==> src/rtl/shf_pkg.sv <==
package shf_pkg;

    // Operation select; the encoding is visible at the top-level port
    typedef enum logic [1:0] {
        OP_SHL = 2'b00,
        OP_SHR = 2'b01,
        OP_SAR = 2'b10,
        OP_ROT = 2'b11
    } shf_op_e;

endpackage

==> src/rtl/shf_barrel.sv <==
module shf_barrel
    import shf_pkg::*;
#(
    parameter int W     = 32,
    parameter int LOG2W = $clog2(W)
) (
    input  logic [W-1:0]     data_i,
    input  logic [LOG2W-1:0] dist_i,
    input  shf_op_e          op_i,
    input  logic             over_i,
    output logic [W-1:0]     data_o
);

    logic               left;
    logic               rot;
    logic               fill;
    logic [W-1:0]       in_rev;
    logic [W-1:0]       out_rev;
    logic [LOG2W:0][W-1:0] stage;

    assign left = (op_i == OP_SHL);
    assign rot  = (op_i == OP_ROT);
    assign fill = (op_i == OP_SAR) & data_i[W-1];

    // A left shift is done as a right shift of the bit-reversed value
    for (genvar i = 0; i < W; i++) begin : g_rev
        assign in_rev[i]  = data_i[W-1-i];
        assign out_rev[i] = stage[LOG2W][W-1-i];
    end

    assign stage[0] = left ? in_rev : data_i;

    for (genvar k = 0; k < LOG2W; k++) begin : g_stage
        localparam int STEP = 1 << k;
        assign stage[k+1] = !dist_i[k] ? stage[k] :
                            rot        ? {stage[k][STEP-1:0], stage[k][W-1:STEP]} :
                                         {{STEP{fill}}, stage[k][W-1:STEP]};
    end

    always_comb begin
        data_o = left ? out_rev : stage[LOG2W];
        if (over_i && !rot) begin
            data_o = (op_i == OP_SAR) ? {W{data_i[W-1]}} : '0;
        end
    end

endmodule

==> src/rtl/shf_carry.sv <==
module shf_carry
    import shf_pkg::*;
#(
    parameter int W     = 32,
    parameter int AMT_W = 8,
    parameter int LOG2W = $clog2(W)
) (
    input  logic [W-1:0]     data_i,
    input  logic [AMT_W-1:0] amt_i,
    input  shf_op_e          op_i,
    input  logic             carry_i,
    output logic             carry_o
);

    logic [AMT_W-1:0] amt_m1;
    logic [AMT_W-1:0] amt_neg;
    logic [LOG2W-1:0] idx_r;
    logic [LOG2W-1:0] idx_l;
    logic             in_range;
    logic             is_zero;

    assign amt_m1   = amt_i - AMT_W'(1);
    assign amt_neg  = AMT_W'(W) - amt_i;
    assign idx_r    = amt_m1[LOG2W-1:0];   // n-1, and (r-1) mod W for rotate
    assign idx_l    = amt_neg[LOG2W-1:0];  // W-n
    assign in_range = (amt_i <= AMT_W'(W));
    assign is_zero  = (amt_i == '0);

    always_comb begin
        carry_o = carry_i;
        if (!is_zero) begin
            unique case (op_i)
                OP_SHL:  carry_o = in_range ? data_i[idx_l] : 1'b0;
                OP_SHR:  carry_o = in_range ? data_i[idx_r] : 1'b0;
                OP_SAR:  carry_o = in_range ? data_i[idx_r] : data_i[W-1];
                OP_ROT:  carry_o = data_i[idx_r];
                default: carry_o = carry_i;
            endcase
        end
    end

endmodule

==> src/rtl/shf_unit.sv <==
module shf_unit
    import shf_pkg::*;
#(
    parameter int W       = 32,
    parameter int AMT_W   = 8,
    parameter bit REG_OUT = 1'b1
) (
    input  logic         clk,
    input  logic         rst_n,
    input  logic [W-1:0] src_i,
    input  logic [W-1:0] amt_reg_i,
    input  logic [1:0]   op_i,
    input  logic         carry_i,
    output logic [W-1:0] result_o,
    output logic         carry_o
);

    localparam int LOG2W = $clog2(W);

    typedef struct packed {
        logic [W-1:0] value;
        logic         carry;
    } shf_out_t;

    shf_op_e          op;
    logic [AMT_W-1:0] amt;
    logic             over;
    logic [W-1:0]     shifted;
    logic             cout;
    logic             unused_hi;
    shf_out_t         out_d;
    shf_out_t         out_q;

    assign op        = shf_op_e'(op_i);
    assign amt       = amt_reg_i[AMT_W-1:0];
    assign over      = |amt[AMT_W-1:LOG2W];
    assign unused_hi = ^amt_reg_i[W-1:AMT_W];

    shf_barrel #(.W(W), .LOG2W(LOG2W)) u_barrel (
        .data_i (src_i),
        .dist_i (amt[LOG2W-1:0]),
        .op_i   (op),
        .over_i (over),
        .data_o (shifted)
    );

    shf_carry #(.W(W), .AMT_W(AMT_W), .LOG2W(LOG2W)) u_carry (
        .data_i  (src_i),
        .amt_i   (amt),
        .op_i    (op),
        .carry_i (carry_i),
        .carry_o (cout)
    );

    always_comb begin
        out_d.value = shifted;
        out_d.carry = cout;
    end

    if (REG_OUT) begin : g_reg
        always_ff @(posedge clk or negedge rst_n) begin
            if (!rst_n) out_q <= '0;
            else        out_q <= out_d;
        end

        p_amt_zero_r2: assert property (@(posedge clk) disable iff (!rst_n)
            (amt == '0) |=> (result_o == $past(src_i) && carry_o == $past(carry_i)));

        p_shl_far_r3: assert property (@(posedge clk) disable iff (!rst_n)
            (op == OP_SHL && amt > AMT_W'(W)) |=> (result_o == '0 && !carry_o));

        p_shr_far_r4: assert property (@(posedge clk) disable iff (!rst_n)
            (op == OP_SHR && amt > AMT_W'(W)) |=> (result_o == '0 && !carry_o));

        p_sar_far_r5: assert property (@(posedge clk) disable iff (!rst_n)
            (op == OP_SAR && amt >= AMT_W'(W)) |=>
            (result_o == {W{$past(src_i[W-1])}} && carry_o == $past(src_i[W-1])));

        p_rot_whole_r6: assert property (@(posedge clk) disable iff (!rst_n)
            (op == OP_ROT && amt != '0 && amt[LOG2W-1:0] == '0) |=>
            (result_o == $past(src_i) && carry_o == $past(src_i[W-1])));
    end else begin : g_comb
        logic unused_clk;
        assign unused_clk = clk ^ rst_n;
        assign out_q      = out_d;
    end

    assign result_o = out_q.value;
    assign carry_o  = out_q.carry;

endmodule

==> config.mk <==
export PLATFORM = sky130hd
export DESIGN_NAME = shf_unit
export DESIGN_NICKNAME = d
export VERILOG_FILES = /design/src/rtl/shf_pkg.sv /design/src/rtl/shf_barrel.sv /design/src/rtl/shf_carry.sv /design/src/rtl/shf_unit.sv
export SDC_FILE = /design/constraint.sdc
export NUM_CORES = 1
export LEC_CHECK = 0
export BUFFER_PORTS_ARGS = -buffer_cell sky130_fd_sc_hd__buf_2
export CORE_AREA = 2 2 113 115
export DETAILED_ROUTE_END_ITERATION = 10
export DIE_AREA = 0 0 115 117
export HOLD_SLACK_MARGIN = 0.15
export PLACE_DENSITY = 0.68
export SLEW_MARGIN = 15
export SYNTH_ARGS = -nofsm -noshare
export SYNTH_HDL_FRONTEND = slang
export SYNTH_SLANG_ARGS = --single-unit
==> constraint.sdc <==
create_clock -name clk -period 0.8 [get_ports clk]
set_clock_uncertainty 0.1 [all_clocks]
set_input_delay 0.08 -clock clk [delete_from_list [all_inputs] [get_ports clk]]
set_output_delay 0.08 -clock clk [all_outputs]
set_load 0.01 [all_outputs]
# Yosys cells after proc, flatten, opt, wreduce, memory -nomap -nowiden
# Cells that the tools add are included.
[word_totals]
regBits = 33
latch_bits = 0
ram_bits = 0
romBits = 0
input_bits = 69
out_inout_bits = 33
n_memories = 0
[op_classes]
n_addsub = 2
multipliers = 0
n_div = 0
order_cmp = 3
n_eq_ne = 3
shift = 0
n_mux = 23
bitwise_logic = 1
reduce_logical = 5
[ops]
columns = ["operator", "n"]
rows = [
  ["$mux 32", 14],
  ["$lt 5x6->1 const B", 2],
  ["$bmux 1 s5", 2],
  ["$le 8x6->1 const B", 1],
  ["$logic_not 8->1", 1],
  ["$mux 1", 6],
  ["$sub 1x5->5 const A", 1],
  ["$sub 5x1->5 const B", 1],
  ["$eq 2x2->1 const B", 2],
  ["$pmux 1 s4", 1],
  ["$reduce_or 3->1", 1],
  ["$eq 2x1->1 const B", 1],
  ["$logic_not 2->1", 1],
  ["$and 1x1->1", 1],
  ["$logic_and 1x1->1", 1],
  ["$logic_not 1->1", 1],
]

# Depth between registers and ports, before layout
[depth]
ltp_word = 14
depth_mapped = 12
ltp_nobuf = 8

# Hierarchy
# Synthesis repeated with hierarchy kept, for this count alone.
[unflattened]
cells_unflattened = 526
hier_area_um2 = 4793.3
[modules_own_cells]
columns = ["module", "instances", "cells_per_inst", "area_per_inst_um2"]
rows = [
  ["shf_barrel", 1, 431, 3231.8],
  ["shf_unit", 1, 34, 832.0],
  ["shf_carry", 1, 61, 729.4],
]

# Worst setup path after synthesis
# Ideal clock, no wire load.
[synth_path]
path_kind = "input -> register"
startpoint = "input port amt_reg_i[1]"
endpoint = "register out_q (netlist bit carry_o)"
setup_ns = 0.121
t_arrival_ns = 2.979
required_time_ns = 0.579
setup_slack_ns = -2.400
path_stages = 12
path_buffers = 5
path_cell_list = "clkbuf_1 -> inv_1 -> buf_2 -> buf_1 -> ha_1 -> buf_1 -> clkbuf_1 -> mux4_2 -> mux4_2 -> a211oi_1 -> nor3_1 -> a22o_1"
[synth_between]
elab_chain_len = 6
elab_cells_between_ends = 13
[synth_rtl]
columns = ["item", "line_no", "source"]
rows = [
  ["from (decl)", "shf_unit.sv:11", "input logic [W-1:0] amt_reg_i,"],
  ["$sub 5x1->5 or $sub 1x5->5 (tied branches)", "shf_carry.sv:22, shf_carry.sv:23", ""],
  ["$bmux 1 s5 (on tied branches)", "n/a", ""],
  ["$mux 1 (on tied branches)", "n/a", ""],
  ["$mux 1 (on tied branches)", "shf_carry.sv:35, shf_carry.sv:33, shf_carry.sv:34", ""],
  ["$pmux 1 s4", "shf_carry.sv:32", "unique case (op_i)"],
  ["$mux 1 *", "shf_carry.sv:31", "if (!is_zero) begin"],
  ["via cout", "shf_unit.sv:29", "logic cout;"],
  ["to (signal assigned)", "shf_unit.sv:63", "else out_q <= out_d;"],
  ["to (decl)", "shf_unit.sv:32", "shf_out_t out_q;"],
]
# The timed path passes the listed nets; every way through them passes the cells marked *. The select of a mux whose other input is x is not followed.

# Worst setup path after layout
[layout_path]
startpoint = "input port op_i[1]"
endpoint = "register out_q (netlist bit result_o[26])"
[layout_between]
elab_chain_len = 14
elab_cells_between_ends = 20
[layout_rtl]
columns = ["item", "line_no", "source"]
rows = [
  ["from (decl)", "shf_unit.sv:12", "input logic [1:0] op_i,"],
  ["$logic_not 2->1", "shf_barrel.sv:21", "assign left = (op_i == OP_SHL);"],
  ["$mux 32", "shf_barrel.sv:31", "assign stage[0] = left ? in_rev : data_i;"],
  ["$mux 32", "shf_barrel.sv:36", "rot ? {stage[k][STEP-1:0], stage[k][W-1:STEP]} :"],
  ["$mux 32", "shf_barrel.sv:35", "assign stage[k+1] = !dist_i[k] ? stage[k] :"],
  ["$mux 32", "shf_barrel.sv:36", ""],
  ["$mux 32", "shf_barrel.sv:35", ""],
  ["$mux 32", "shf_barrel.sv:36", ""],
  ["$mux 32", "shf_barrel.sv:35", ""],
  ["$mux 32", "shf_barrel.sv:36", ""],
  ["$mux 32", "shf_barrel.sv:35", ""],
  ["$mux 32", "shf_barrel.sv:36", ""],
  ["$mux 32", "shf_barrel.sv:35", ""],
  ["$mux 32", "shf_barrel.sv:41", "data_o = left ? out_rev : stage[LOG2W];"],
  ["$mux 32 *", "shf_barrel.sv:42", "if (over_i && !rot) begin"],
  ["via shifted[26]", "shf_unit.sv:28", "logic [W-1:0] shifted;"],
]
# The timed path passes the listed nets; every way through them passes the cells marked *.

==> results by group <==
Status
  • Status: finished, violations left
  • Failing checks: hold timing, setup timing

Worst hold path
  • Worst Hold Class: in2reg
  • Hold path startpoint: carry_i

CTS
  • Hold_buf cts: 1
  • Clock sinks: 33
  • CTS tree: yes
  • Clock Tree Buf Depth: 2
  • Clock buffer count from CTS: 5
  • Htree depth: 2
  • Root Buffer: clkbuf_16
  • Clock-pin slew on the worst setup and hold paths: 50 ps

Pwr
  • PnR Total Power: 9.14 mW
  • Pwr per Cell Area: 1200 nW/um^2
  • Leakage power: 3.38 nW
  • Max VDD drop: 0.000897 V

Placed design
  • Hpwl dp: 15300 um
  • Post-placement cell area: 6680 sq um
  • Port Buffers: 77
  • Pre-CTS setup slack: -2050 ps
  • GPL Wtd Cong: 1.04

GRT
  • First-pass GRT wire length: 31200 um
  • GRT Overall Usage: 29.8%
  • Initial antenna violation count: 0
  • Total congestion overflow: 0
  • Vias in the first global route: 5800
  • Largest net degree at the start of global routing: 40

Floorplan
  • Die Span X: 115 um
  • # rows: 41
  • Starting Density: 39.2%
  • Die height: 117 um
  • Die Area: 13500 sq um
  • # IOs: 102
  • Core area: 12300 sq um

STA
  • Worst Tran Pin Value: 565 ps
  • Slew headroom: 62.3%
  • Fmax: 422 MHz
  • Final Slew Violations: 0
  • Final setup margin: -1570 ps
  • Final setup fails: 66
  • Final hold viol count: 1
  • Tmin final: 2370 ps
  • Tcrit/Tclk final: 296%
  • RSZ-0062 raised after global routing: true
  • Setup TNS: -52730 ps
  • Hold slack: -58.9 ps

Detailed routing
  • Initial drt markers: 546
  • Final WL: 20400 um
  • ANT nets after route: 0
  • Vias per cell: 6.73
  • Avg WL per Cell: 22.5 um
  • Detailed-router iteration count before antenna repair: 5
  • Post-route DRC: 0
  • Routed vias: 6094

Synthesis
  • Yosys warns: 0
  • Number of synthesized flops with an enable pin: 0
  • Largest cells by area after synthesis: mux4_2 (25%), dfrtp_1 (17%), mux2i_1 (8.1%)
  • Mux contribution to synthesized area: 36.5%
  • Xor/xnor share of the synthesized area: 0.725%
  • Post-synthesis adder-cell area fraction: 0.259%
  • Simple-gate share of the synthesized area: 12.2%
  • Unique masters post-synth: 64
  • Post-synthesis async set-or-reset flop share: 100%
  • Avg Cell Area, Syn: 9.40 sq um
  • Mapped Cells: 514
  • Post-synth top area cell: mux4_2
  • Largest family of logic cells by synthesized area: multiplexers
  • Share of the synthesized area in the top cell type: 24.7%
  • Post-synthesis sequential area ratio: 17.1%
  • Top_reg_cell synth: dfrtp_1
  • Mapped Area: 4830 sq um
  • #FFs+latches synth: 33
  • Synth Area in Compound Gates: 27.7%
  • Post-synth net total: 584

Worst setup path
  • Most frequent CP cell: mux4_2
  • CP arrival: 2430 ps
  • CP required: 860 ps
  • Crit path max fanout: 6
  • Cell family with most CP delay: multiplexers
  • CP Launch Point: op_i[1]
  • Critical Path End Type: register
  • Critical path class: in2reg
  • Buf/Inv on CP: 2
  • Critical-path top delay cell: mux4_2
  • Crit-path cells: buf_8, or2_4, buf_6, mux4_2, mux4_2, mux4_2, a221o_1
  • Crit path largest cell delay: 540 ps
  • Startpoint Class: input pin

Finish
  • Layout area overhead: 58.0%
  • Final instance area: 7630 sq um
  • Diode count: 0
  • Fraction of layout cells with a size suffix above 1: 60.2%
  • Fin nets: 825
  • Final core occ: 62.0%

Flow run
  • Max-cap viol count: 0
timing repair:
action,4_1_cts,5_1_grt
pin swaps,24,39
cloned,1,2
endpoints found under the hold margin,34,11
gates resized for setup,76,58
buffers inserted,20,4
setup endpoints to repair,66,86
routing by layer:
metal,vias to the layer above,track usage [%],part of all wire (%)
met1,2976,38.0,38
met3,107,3.55,8.7
li1,2594,-,-
met4,0,18.0,6.8
met2,417,48.7,47
met5,-,0,0
synth_stat cells (2+ instances only):
cell and number:
mux2i_1 39, a221oi_1 3, xnor2_1 3, buf_6 2, a21oi_1 21, and2_1 5, o221ai_1 15, a31o_2 2
o21a_1 3, nand2_1 43, mux4_1 2, nor2b_1 4, nor3_1 10, mux4_2 53, a22o_1 3, o22ai_1 15
a31oi_1 9, inv_1 7, clkbuf_1 36, a22oi_1 20, a221o_1 14, a211oi_1 8, and3_1 3, buf_4 2
o2bb2ai_1 3, buf_1 7, nor2_1 25, o32ai_1 4, nand2b_1 3, dfrtp_1 33, o22a_1 2, nand4_1 3
a2bb2oi_1 5, or3_1 2, nand3_1 15, buf_2 6, o211ai_1 2, a2111oi_0 2, or2_2 4, a211o_1 7
mux2_2 10, o21ai_0 31, a21o_1 5, o31ai_1 3
power breakdown:
part           internal [mW]  leakage (nW)  total (mW)  switching [mW]
registers               1.85         0.428        1.89          0.0399
clock network           1.14        0.0706        1.79           0.654
logic                   2.71          2.89        5.46            2.76
sequential cells by signal, summed over array words and instances (netlist names):
name and cells:
result_o 32, carry_o 1
final timing paths:
path | cells after the start | to | slack [ps]
worst max-delay path | 7 | result_o[26] | -1570
max in group asynchronous | 3 | result_o[14] | 150
min in group asynchronous | 2 | result_o[23] | 100
worst min-delay path | 2 | carry_o | -60
layout by cell type, fill, tap and decap left out, types with 4 or more instances in the layout:
master / count
mux2i_2: 6
nand3_1: 14
inv_1: 6
mux2_2: 9
nand2_2: 6
nor2_1: 22
a22oi_2: 11
o21ai_0: 20
a22oi_1: 9
a221o_1: 14
buf_4: 185
clkbuf_16: 7
mux2i_1: 31
o22ai_1: 10
o22ai_2: 5
a31oi_1: 5
mux4_2: 53
or2_2: 4
o32ai_2: 4
a21oi_1: 14
buf_12: 8
a21o_1: 5
a21oi_2: 7
o221ai_2: 6
dfrtp_1: 33
o221ai_1: 9
buf_8: 5
a211o_1: 7
o21ai_2: 5
buf_2: 71
nand2_1: 37
buf_6: 13
nor3_1: 7
o21ai_1: 6
cell families after synthesis:
group / after synthesis
XOR/XNOR: 4
adder cells (fa/ha/maj): 1
flip-flops: 33
multiplexers: 105
AO/OA/AOI/OAI: 185
buffers and inverters: 62
AND/OR/NAND/NOR: 124
final cells by class:
cell class                      count  area (sq um)
Sequential cell                    33           826
Clock buffer                        6           129
Multi-Input combinational cell    420          4250
Clock inverter                      2          10.0
Timing Repair Buffer              286          2190
Inverter                            9          41.3
Fill cell                         994          4680
Tap cell                          150           188
metrics by stage:
step / std cells / hold WS [ps]
6_report: 906 / -58.9
5_1_grt: 906 / -51.6
4_1_cts: 901 / -61.2
3_5_place_dp: 871 / -127
3_3_place_gp: 871 / -135
2_1_floorplan: 514 / -316
No activity file was read; power rests on OpenSTA's default activity.
